### config.mk
export PLATFORM = sky130hd
export DESIGN_NAME = pwm_trip_guard
export DESIGN_NICKNAME = d
export VERILOG_FILES = /design/src/rtl/pwm_trip_guard.sv
export SDC_FILE = /design/constraint.sdc
export NUM_CORES = 1
export LEC_CHECK = 0
export ABC_AREA = 1
export BUFFER_PORTS_ARGS = -buffer_cell sky130_fd_sc_hd__buf_2
export CAP_MARGIN = 30
export CORE_MARGIN = 2
export CORE_UTILIZATION = 52
export CTS_BUF_LIST = sky130_fd_sc_hd__clkbuf_4 sky130_fd_sc_hd__clkbuf_8
export DETAILED_ROUTE_END_ITERATION = 10
export PLACE_DENSITY = 0.8
export SKIP_LAST_GASP = 1
export SLEW_MARGIN = 15
export SYNTH_ARGS = -nofsm -noshare
export SYNTH_HDL_FRONTEND = slang
export SYNTH_SLANG_ARGS = --single-unit
export TNS_END_PERCENT = 50
### constraint.sdc
create_clock -name clk -period 1.64 [get_ports clk]
set_input_delay 0.328 -clock clk [delete_from_list [all_inputs] [get_ports clk]]
set_output_delay 0.328 -clock clk [all_outputs]
set_load 0.05 [all_outputs]
### src/rtl/pwm_trip_guard.sv
module pwm_trip_guard #(
  parameter int SRC_N    = 3,
  parameter int SYNC_LEN = 2,
  parameter int FILT_W   = 8,
  localparam int SEL_W   = $clog2(SRC_N + 1)
) (
  input  logic              clk,
  input  logic              rst_n,
  input  logic              pwm_a_in,
  input  logic              pwm_b_in,
  input  logic [SRC_N-1:0]  fault_pin,
  input  logic [SEL_W-1:0]  src_sel,
  input  logic              active_low,
  input  logic              oneshot_en,
  input  logic [FILT_W-1:0] filt_cycles,
  input  logic [1:0]        act_a,
  input  logic [1:0]        act_b,
  input  logic              sw_clear,
  output logic              pwm_a_out,
  output logic              pwm_b_out,
  output logic              ost_latched,
  output logic              cbc_active
);

  logic [SYNC_LEN-1:0] sync_q [SRC_N];
  logic                sel_lvl;
  logic [FILT_W-1:0]   cnt_q;
  logic                flt_q;
  logic                ost_q, cbc_q, ost_nxt, cbc_nxt;
  logic                trip, trip_nxt;
  logic                hold_a, hold_b;

  for (genvar g = 0; g < SRC_N; g++) begin : g_sync
    always_ff @(posedge clk or negedge rst_n)
      if (!rst_n) sync_q[g] <= '0;
      else        sync_q[g] <= {sync_q[g][SYNC_LEN-2:0], fault_pin[g] ^ active_low};
  end

  always_comb begin
    sel_lvl = 1'b0;
    for (int i = 0; i < SRC_N; i++)
      if (src_sel == SEL_W'(i)) sel_lvl = sync_q[i][SYNC_LEN-1];
  end

  always_ff @(posedge clk or negedge rst_n)
    if (!rst_n) begin
      cnt_q <= '0;
      flt_q <= 1'b0;
    end else if (sel_lvl == flt_q) begin
      cnt_q <= '0;
    end else if (cnt_q == filt_cycles) begin
      cnt_q <= '0;
      flt_q <= sel_lvl;
    end else begin
      cnt_q <= cnt_q + 1'b1;
    end

  assign ost_nxt  = (flt_q & oneshot_en) | (ost_q & ~(sw_clear & ~flt_q));
  assign cbc_nxt  = flt_q & ~oneshot_en;
  assign trip     = ost_q | cbc_q;
  assign trip_nxt = ost_nxt | cbc_nxt;

  always_ff @(posedge clk or negedge rst_n)
    if (!rst_n) begin
      ost_q  <= 1'b0;
      cbc_q  <= 1'b0;
      hold_a <= 1'b0;
      hold_b <= 1'b0;
    end else begin
      ost_q <= ost_nxt;
      cbc_q <= cbc_nxt;
      if (trip_nxt && !trip) begin
        hold_a <= ~pwm_a_in;
        hold_b <= ~pwm_b_in;
      end
    end

  function automatic logic apply_act(input logic trp, input logic [1:0] act,
                                     input logic raw, input logic held);
    if (!trp) return raw;
    case (act)
      2'd1:    return 1'b0;
      2'd2:    return 1'b1;
      2'd3:    return held;
      default: return raw;
    endcase
  endfunction

  assign pwm_a_out   = apply_act(trip, act_a, pwm_a_in, hold_a);
  assign pwm_b_out   = apply_act(trip, act_b, pwm_b_in, hold_b);
  assign ost_latched = ost_q;
  assign cbc_active  = cbc_q;

  p_hold_r6: assert property (@(posedge clk) disable iff (!rst_n)
    ost_q && !sw_clear |=> ost_q);

  p_release_r7: assert property (@(posedge clk) disable iff (!rst_n)
    $fell(ost_q) |-> $past(sw_clear) && !$past(flt_q));

  p_cbc_drop_r8: assert property (@(posedge clk) disable iff (!rst_n)
    cbc_q && !flt_q |=> !cbc_q);

  p_tog_static_r10: assert property (@(posedge clk) disable iff (!rst_n)
    trip && $past(trip) && act_a == 2'd3 && $past(act_a) == 2'd3 |-> $stable(pwm_a_out));

  p_tog_entry_r10: assert property (@(posedge clk) disable iff (!rst_n)
    $rose(trip) |-> hold_b == !$past(pwm_b_in));

endmodule

==> reports/results.txt, run 1 <==
initial antenna violation count: 0
die height: 47.05 µm
CP Launch Type: flop
Nets: 177
FILL cells: 148
share of the synthesized area in the top cell type: 49.35%
total gr overflow: 0
shortest period the worst path allows: 1.551 ns
outcome: completed
maxcap violations: 0
Synth Cell Area: 963.4 µm²
worst endpoint required time: 1.31 ns
Worst VDD drop: 0.5227 mV
crit path cell chain: nor2_2 > o21ai_0 > nand2_1 > buf_6
GRT Util Overall: 18.77%
Worst-Margin Slew: 0.4073 ns
Clock Path Buffers: 2
YS warnings: 0
1st-pass router iterations: 4
area of the multi-input gates: 422.9 µm²
CTS tree: done
core area: 0.001727 mm²
number of H-tree levels: 1
Max-slew headroom: 72.85%
total power: 1.004 mW
CP Capture Type: output pin
largest cells by area after synthesis: dfrtp_1 49%, nand2_1 15%, inv_1 7.0%
worst hold path type: input port to flop
slowest CP cell: dfrtp_1
CTS root buf: clkbuf_4
effective utilization at floorplan: 55.80%
global placer's final weighted congestion: 0.7199
area grow syn2layout: 23.38%
vias in the first global route: 723
clock slew at reported path FFs: 0.10 ns
Max Clock Freq: 0.6449 GHz
drt total wl: 1.752 mm
CTS buffer count: 3
diodes inserted: 0
setup violators final: 0
PwrDens: 844.4 mW/mm²
port bufs: 27
Yosys reg bits: 19
setup_tns: 0 ns
leakage power: 0.6351 nW
Distinct cells, synth: 15
drc violations: 0
Worst Path Max Fanout: 5
crit share post-route: 94.55%
sequential-to-total area share from yosys stat: 49.35%
syn nets: 143
I/O pin total: 28
worst skew pair latency: 0.29 ns
layout cells sized above 1: 25.17%
largest net degree at the start of global routing: 20
Die ar.: 0.002213 mm²
DRT iter0 DRCs: 11
post-synthesis instance total: 118
Die Span X: 47.05 µm
Rows: 15
final core occ: 68.84%
critical path arrival: 1.22 ns
Routed Antenna Nets: 0
CP peak stage delay: 0.44 ns
WS Path Type: flop to output pin
DR vias: 820
Clock Skew: 0.005762 ns
clock sink count: 19
Hold Fails Final Rpt: 0
via/cell ratio: 4.659
Final HPWL DP: 1.370 mm
Max Slew Vio Count: 0
post-DR wirelength/cell: 9.955 µm
FF/Latch Area: 475.5 µm²
Synth area leader: dfrtp_1
first-pass GRT wire length: 2.815 mm
syn_area_per_cell: 8.165 µm²
[area by class of cell]
| cell class | instances | area share, % |
|---|---|---|
| multi-input combinational | 81 | 35.58 |
| tap | 25 | 2.632 |
| inverter | 18 | 5.684 |
| sequential | 19 | 40.00 |
| timing repair buffer | 29 | 13.58 |
| clock buffer | 4 | 2.526 |
[per-layer routing]
metal / track usage (%) / share of wire [%] / vias up
li1: - / - / 432
met1: 19.41 / 40 / 369
met2: 34.52 / 55 / 17
met3: 5.769 / 3.7 / 2
met4: 8.333 / 0.68 / 0
met5: 0 / 0 / -
[timing repair]
| action | in CTS | in global routing |
|---|---|---|
| hold endpoints to repair | 19 | 0 |
| endpoints found under the setup margin | 2 | 2 |
| gates resized for setup | 1 | 4 |
| buffers inserted | 0 | 1 |
| hold buffers | 1 | 0 |
[worst max-delay path, delay by kind of cell, from the launching register on]
kind                   cells  cell delay, ns
AND/OR/NAND/NOR            2            0.24
flip-flops                 1            0.44
AO/OA/AOI/OAI              1            0.09
buffers and inverters      1            0.16
[stage by stage]
| step | instances | hold WS [ns] | cell area, µm² | setup slack, ns |
|---|---|---|---|---|
| 2_1_floorplan | 118 | 0.03241 | 963.4 | 0.06915 |
| 3_3_place_gp | 170 | 0.2804 | 1130 | 0.3752 |
| 3_5_place_dp | 170 | 0.2832 | 1130 | 0.3139 |
| 4_1_cts | 175 | 0.1818 | 1172 | -0.01413 |
| 5_1_grt | 176 | 0.1741 | 1189 | -0.01798 |
| 6_report | 176 | 0.1934 | 1189 | 0.08946 |
[placed cells by master (no fill, tap or decap), types with 4 or more instances in the layout]
master and instances:
o21ai_0 5, nand3_1 6, inv_1 18, nand2_1 38
nor2_1 12, xor2_1 5, dfrtp_1 19, buf_2 25
xnor2_1 5, clkbuf_4 4
[cell usage after synthesis, drive strengths merged]
| cell type | number |
|---|---|
| a22o | 1 |
| dfrtp | 19 |
| ha | 1 |
| inv | 18 |
| nand2 | 40 |
| nand3 | 7 |
| nor2 | 13 |
| nor3 | 2 |
| o21ai | 5 |
| o221ai | 2 |
| xnor2 | 5 |
| xor2 | 5 |
[cell families (layout without fill, tap and decap cells)]
group | after synthesis | in the layout | share of synthesized area [%]
adder cells (fa/ha/maj) | 1 | 1 | 1.298
AND/OR/NAND/NOR | 62 | 62 | 27.92
buffers and inverters | 18 | 51 | 7.012
flip-flops | 19 | 19 | 49.35
AO/OA/AOI/OAI | 8 | 8 | 5.325
XOR/XNOR | 10 | 10 | 9.090
[where the power goes]
part	leakage, nW	switching (mW)	internal [mW]
Combinational	0.371	0.119	0.0817
Sequential	0.245	0.0360	0.521
Clock	0.0184	0.135	0.111
[worst paths after layout]
path	depth (start not counted)	endpoint	slack, ns	from
max reg2reg	8	cnt_q[1]	0.36	cnt_q[5]
min	2	cbc_active	0.19	oneshot_en
min in group asynchronous	2	cnt_q[6]	0.48	rst_n
min reg2reg	0	sync_q[3]	0.36	sync_q[2]
max in group asynchronous	2	cnt_q[1]	0.87	rst_n
max	4	pwm_a_out	0.09	ost_latched
[sequential cells by signal, indices dropped and copies added (netlist names)]
name / cells
cbc_active: 1
cnt_q: 8
hold_a: 1
ost_latched: 1
sync_q: 6
hold_b: 1
flt_q: 1
Power figures use the tool's default switching activity.
==> inputs of run 2 (changes only) <==
Settings changed: PLACE_DENSITY 0.8 to not set, PLACE_DENSITY_LB_ADDON set to 0.2.
==> run 2 against run 1 <==
- worst setup slack worse by 0.033 ns
- via count up 0.24%
- register-to-register slack about the same
- count of clock-buffer cells in the layout did not move
- hold slack got worse by 0.0093 ns
- non-clock buffer count unchanged
- sequential share of layout area grew 0.13 points
- combinational power about the same
- global-route usage shrank 0.27 points
==> reports/results.txt, run 2 (synthesized netlist as in run 1, its figures left out) <==
sequential share of power: 55.3% (-0.2 points)
DR vias: 822 (+0.24%)
drt total wl: 1.780 mm (+1.6%)
layout cells sized above 1: 25.17% (unchanged)
Largest regs: cnt_q: 8 flops, sync_q: 6 flops
CTS tree: done
vias in the first global route: 748 (+3.5%)
most flop-heavy register: cnt_q
critical path arrival: 1.26 ns (+0.04 ns)
CP Capture Type: output pin
setup violators final: 0 (unchanged)
maxcap violations: 0 (unchanged)
Die ar.: 0.002213 mm² (unchanged)
CP Launch Type: flop
Max Slew Vio Count: 0 (unchanged)
first-pass GRT wire length: 2.835 mm (+0.71%)
port bufs: 27 (unchanged)
Largest register FFs: 8 (unchanged)
GRT Util Overall: 18.50% (-0.27 points)
outcome: completed
total gr overflow: 0 (unchanged)
Worst-Margin Slew: 0.4175 ns (+0.01018 ns)
effective utilization at floorplan: 55.80% (unchanged)
slowest CP cell: dfrtp_1
area grow syn2layout: 22.99%
drc violations: 0 (unchanged)
worst hold path type: input port to flop
Die Span X: 47.05 µm (unchanged)
CTS root buf: clkbuf_4
Hold Fails Final Rpt: 0 (unchanged)
global placer's final weighted congestion: 0.7491 (+4.1%)
clock slew at reported path FFs: 0.10 ns (about the same)
1st-pass router iterations: 6 (+2)
DRT iter0 DRCs: 11 (unchanged)
Nets: 177 (unchanged)
Finished Layout Cells: 176 (unchanged)
sw power: 0.2955 mW (+1.9%)
Clock Path Buffers: 2 (unchanged)
Sw Ratio: 29.33% (+0.43 points)
Routed Antenna Nets: 0 (unchanged)
post-DR wirelength/cell: 10.11 µm (+1.6%)
PwrDens: 850.4 mW/mm² (+0.71%)
I/O pin total: 28 (unchanged)
hold slack: 0.1840 ns (-0.009348 ns)
CP peak stage delay: 0.43 ns (about the same)
Clk network pwr share: 24.9% (+0.4 points)
placed cells: 170 (unchanged)
via/cell ratio: 4.670 (+0.24%)
CTS buffer count: 3 (unchanged)
clock sink count: 19 (unchanged)
leakage power: 0.6336 nW (-0.23%)
crit share post-route: 96.57% (+2.0 points)
Clock Skew: 0.0006466 ns (-0.005115 ns)
WS Path Type: flop to output pin
FILL cells: 152 (+2.7%)
Worst Path Max Fanout: 5 (unchanged)
Worst VDD drop: 0.5205 mV (-0.43%)
Max Clock Freq: 0.6314 GHz (-2.1%)
crit path cell chain: nor2_2 > o21ai_0 > nand2_1 > clkbuf_4
Rows: 15 (unchanged)
initial antenna violation count: 0 (unchanged)
core area: 0.001727 mm² (unchanged)
Max-slew headroom: 72.17% (-0.68 points)
Logic pwr share: 19.7% (-0.3 points)
worst endpoint required time: 1.31 ns (about the same)
diodes inserted: 0 (unchanged)
die height: 47.05 µm (unchanged)
commonest non-fill, non-tap cells in the layout: 38 x nand2_1, 25 x buf_2, 19 x dfrtp_1
number of H-tree levels: 1 (unchanged)
worst skew pair latency: 0.29 ns (about the same)
shortest period the worst path allows: 1.584 ns (+0.03314 ns)
Pint: 0.7121 mW (-0.22%)
Final HPWL DP: 1.434 mm (+4.7%)
commonest non-fill, non-tap cell in the layout: nand2_1
largest net degree at the start of global routing: 20 (unchanged)
-- run 2: changes by cell type in the layout (fill, tap and decap cells not counted) --
cell      change
buf_6         -1
clkbuf_4      +1
-- run 2: final timing paths --
path | from | endpoint | slack [ns] | cells past startpoint
worst min register to register | sync_q[2] | sync_q[3] | 0.36 | 0
worst min-delay path | oneshot_en | cbc_active | 0.18 | 2
worst max-delay path | ost_latched | pwm_a_out | 0.06 | 4
max in group asynchronous | rst_n | cbc_active | 0.86 | 2
worst max register to register | cnt_q[2] | cnt_q[4] | 0.35 | 6
min in group asynchronous | rst_n | cnt_q[4] | 0.48 | 2
-- run 2: critical path, delay by kind of cell, from the launching register on --
| family | cells | cell delay [ns] |
|---|---|---|
| buffers and inverters | 1 | 0.22 |
| AND/OR/NAND/NOR | 2 | 0.22 |
| flip-flops | 1 | 0.43 |
| AO/OA/AOI/OAI | 1 | 0.09 |
-- run 2: layout make-up --
type	instances	area, µm²	share of cell area (%)
Inverter	18	67.56	5.702
Multi-Input combinational cell	81	422.9	35.69
Tap cell	25	31.28	2.640
Timing Repair Buffer	29	157.7	13.31
Sequential cell	19	475.5	40.13
Clock buffer	4	30.03	2.534
-- run 2: stage by stage --
stage,setup TNS [ns],area [µm²],utilization (%),setup slack [ns],power (mW)
2_1_floorplan,0,963.4,-,0.06915,0.6821
4_1_cts,-0.02118,1172,67.90,-0.02118,1.019
5_1_grt,-0.0005733,1185,68.62,-0.0005733,1.065
6_report,0,1185,68.62,0.05632,1.008
3_5_place_dp,0,1130,65.43,0.3063,0.7616
3_3_place_gp,0,1130,65.43,0.3734,0.7458
-- run 2: what timing repair did --
item | in CTS | in global routing
hold buffers | 1 | 0
gates resized for setup | 1 | 2
buffers inserted | 0 | 1
endpoints found under the hold margin | 19 | 0
endpoints found under the setup margin | 2 | 2
-- run 2: power by group through the flow --
stage / logic (mW) / clock network [mW] / registers, mW
after detailed placement: 0.193 / 0 / 0.568
final: 0.199 / 0.251 / 0.558
after global routing: 0.228 / 0.275 / 0.562
after CTS: 0.197 / 0.263 / 0.558
after floorplan: 0.113 / 0 / 0.569
after global placement: 0.183 / 0 / 0.563
-- run 2: routing by layer --
metal / wire (µm) / part of all wire (%) / global-route usage [%]
met1: 745 / 42 / 19.07
met3: 84 / 4.7 / 3.462
met2: 930 / 52 / 36.44
met4: 19 / 1.1 / 6.667
met5: 0 / 0 / 0
==> inputs of run 3 (changes only) <==
Settings changed: PLACE_DENSITY set to 0.84, PLACE_DENSITY_LB_ADDON 0.2 to not set.
==> run 3 against run 2 <==
- first-iteration DRC count increased by 18%
- total power decreased by 0.86%
- non-clock buffer count decreased by 1
==> reports/results.txt, run 3 (synthesized netlist as in run 1, its figures left out) <==
Rows: 15 (unchanged)
GRT Util Overall: 19.20% (+0.70 points)
vias in the first global route: 760 (+1.6%)
clock slew at reported path FFs: 0.11 ns (about the same)
WS Path Type: flop to output pin
worst endpoint required time: 1.31 ns (about the same)
first-pass GRT wire length: 2.870 mm (+1.2%)
leakage power: 0.6290 nW (-0.72%)
DRT iter0 DRCs: 13 (+2)
via/cell ratio: 4.840 (+3.6%)
Worst VDD drop: 0.6523 mV (+25%)
crit share post-route: 99.04% (+2.5 points)
outcome: completed
core area: 0.001727 mm² (unchanged)
Max Clock Freq: 0.6157 GHz (-2.5%)
setup violators final: 0 (unchanged)
Max-slew headroom: 71.64% (-0.53 points)
most flop-heavy register: cnt_q
CTS buffer count: 3 (unchanged)
global placer's final weighted congestion: 0.7248 (-3.2%)
setup_tns: 0 ns (unchanged)
Setup WS pre-CTS: 0.2968 ns (-0.009478 ns)
port bufs: 27 (unchanged)
post-DR wirelength/cell: 10.59 µm (+4.7%)
number of H-tree levels: 1 (unchanged)
area grow syn2layout: 22.34%
PwrDens: 847.6 mW/mm² (-0.33%)
DR vias: 847 (+3.0%)
commonest non-fill, non-tap cells in the layout: 38 x nand2_1, 25 x buf_2, 19 x dfrtp_1
largest net degree at the start of global routing: 20 (unchanged)
Die ar.: 0.002213 mm² (unchanged)
Hold Fails Final Rpt: 0 (unchanged)
die height: 47.05 µm (unchanged)
drt total wl: 1.853 mm (+4.1%)
shortest period the worst path allows: 1.624 ns (+0.04062 ns)
initial antenna violation count: 0 (unchanged)
clock sink count: 19 (unchanged)
Final HPWL DP: 1.398 mm (-2.5%)
Largest regs: cnt_q: 8 flops, sync_q: 6 flops
layout cells sized above 1: 24.67% (-0.50 points)
effective utilization at floorplan: 55.80% (unchanged)
placed cells: 170 (unchanged)
drc violations: 0 (unchanged)
Routed Antenna Nets: 0 (unchanged)
RSZ-0062 raised after global routing: yes
Worst-Margin Slew: 0.4254 ns (+0.007941 ns)
commonest non-fill, non-tap cell in the layout: nand2_1
I/O pin total: 28 (unchanged)
Clock Skew: 0.002484 ns (+0.001837 ns)
final worst slack: 0.01571 ns (-0.04062 ns)
maxcap violations: 0 (unchanged)
worst hold path type: input port to flop
CTS root buf: clkbuf_4
diodes inserted: 0 (unchanged)
CTS tree: done
CP Capture Type: output pin
Nets: 176 (-0.56%)
Die Span X: 47.05 µm (unchanged)
Clock Path Buffers: 2 (unchanged)
Worst Path Max Fanout: 5 (unchanged)
total gr overflow: 0 (unchanged)
Max Slew Vio Count: 0 (unchanged)
Finished Layout Cells: 175 (-0.57%)
1st-pass router iterations: 6 (unchanged)
Largest register FFs: 8 (unchanged)
CP Launch Type: flop
critical path arrival: 1.30 ns (+0.04 ns)
worst skew pair latency: 0.30 ns (about the same)
run 3: worst paths after layout:
path / end / slack (ns) / startpoint / cells after the start
hold / removal: cbc_active / 0.18 / oneshot_en / 2
setup / recovery: pwm_b_out / 0.02 / ost_latched / 4
hold reg to reg: sync_q[1] / 0.36 / sync_q[0] / 0
min in group asynchronous: sync_q[2] / 0.48 / rst_n / 2
setup reg to reg: cnt_q[5] / 0.36 / cnt_q[5] / 8
max in group asynchronous: cnt_q[2] / 0.86 / rst_n / 2
run 3: power by group:
part	internal (mW)	leakage [nW]	switching, mW	total [mW]
clock	0.0910	0.0177	0.152	0.243
combinational	0.0787	0.366	0.118	0.197
sequential	0.521	0.245	0.0383	0.559
total	0.691	0.629	0.308	0.999
run 3: worst max-delay path: stages (launching register included):
cell,delay (ns)
dfrtp_1,0.46
nor2_2,0.16
o21ai_0,0.10
nand2_1,0.08
buf_4,0.19
run 3: area by class of cell:
type	instances	area [µm²]
clock buffers	3	22.52
multi-input cells	81	422.9
clock inverters	1	5.005
well taps	25	31.28
fillers	158	548.0
repair buffers	28	153.9
inverters	18	67.56
flip-flops and latches	19	475.5
run 3: metal layers:
layer	vias to the layer above	global-route usage (%)	wire, µm
met4	0	11.67	36
met5	-	0	0
met3	5	5.385	72
li1	425	-	-
met1	397	21.75	744
met2	20	32.05	1000
run 3: timing repair:
item | 4_1_cts | 5_1_grt
gates cloned | 0 | 0
endpoints found under the setup margin | 2 | 2
hold endpoints to repair | 19 | 0
pin swaps | 0 | 1
hold buffers | 1 | 0
setup buffers | 0 | 0
gates resized for setup | 1 | 4
run 3: metrics by stage:
step                utilization, %  power (mW)  area, µm²  hold slack (ns)
floorplan                        -      0.6821      963.4          0.03241
CTS                          67.75       1.004       1170           0.1714
global placement             65.43      0.7471       1130           0.2839
finish                       68.26      0.9990       1179           0.1784
detailed placement           65.43      0.7584       1130           0.2930
global route                 68.26       1.050       1179           0.1749
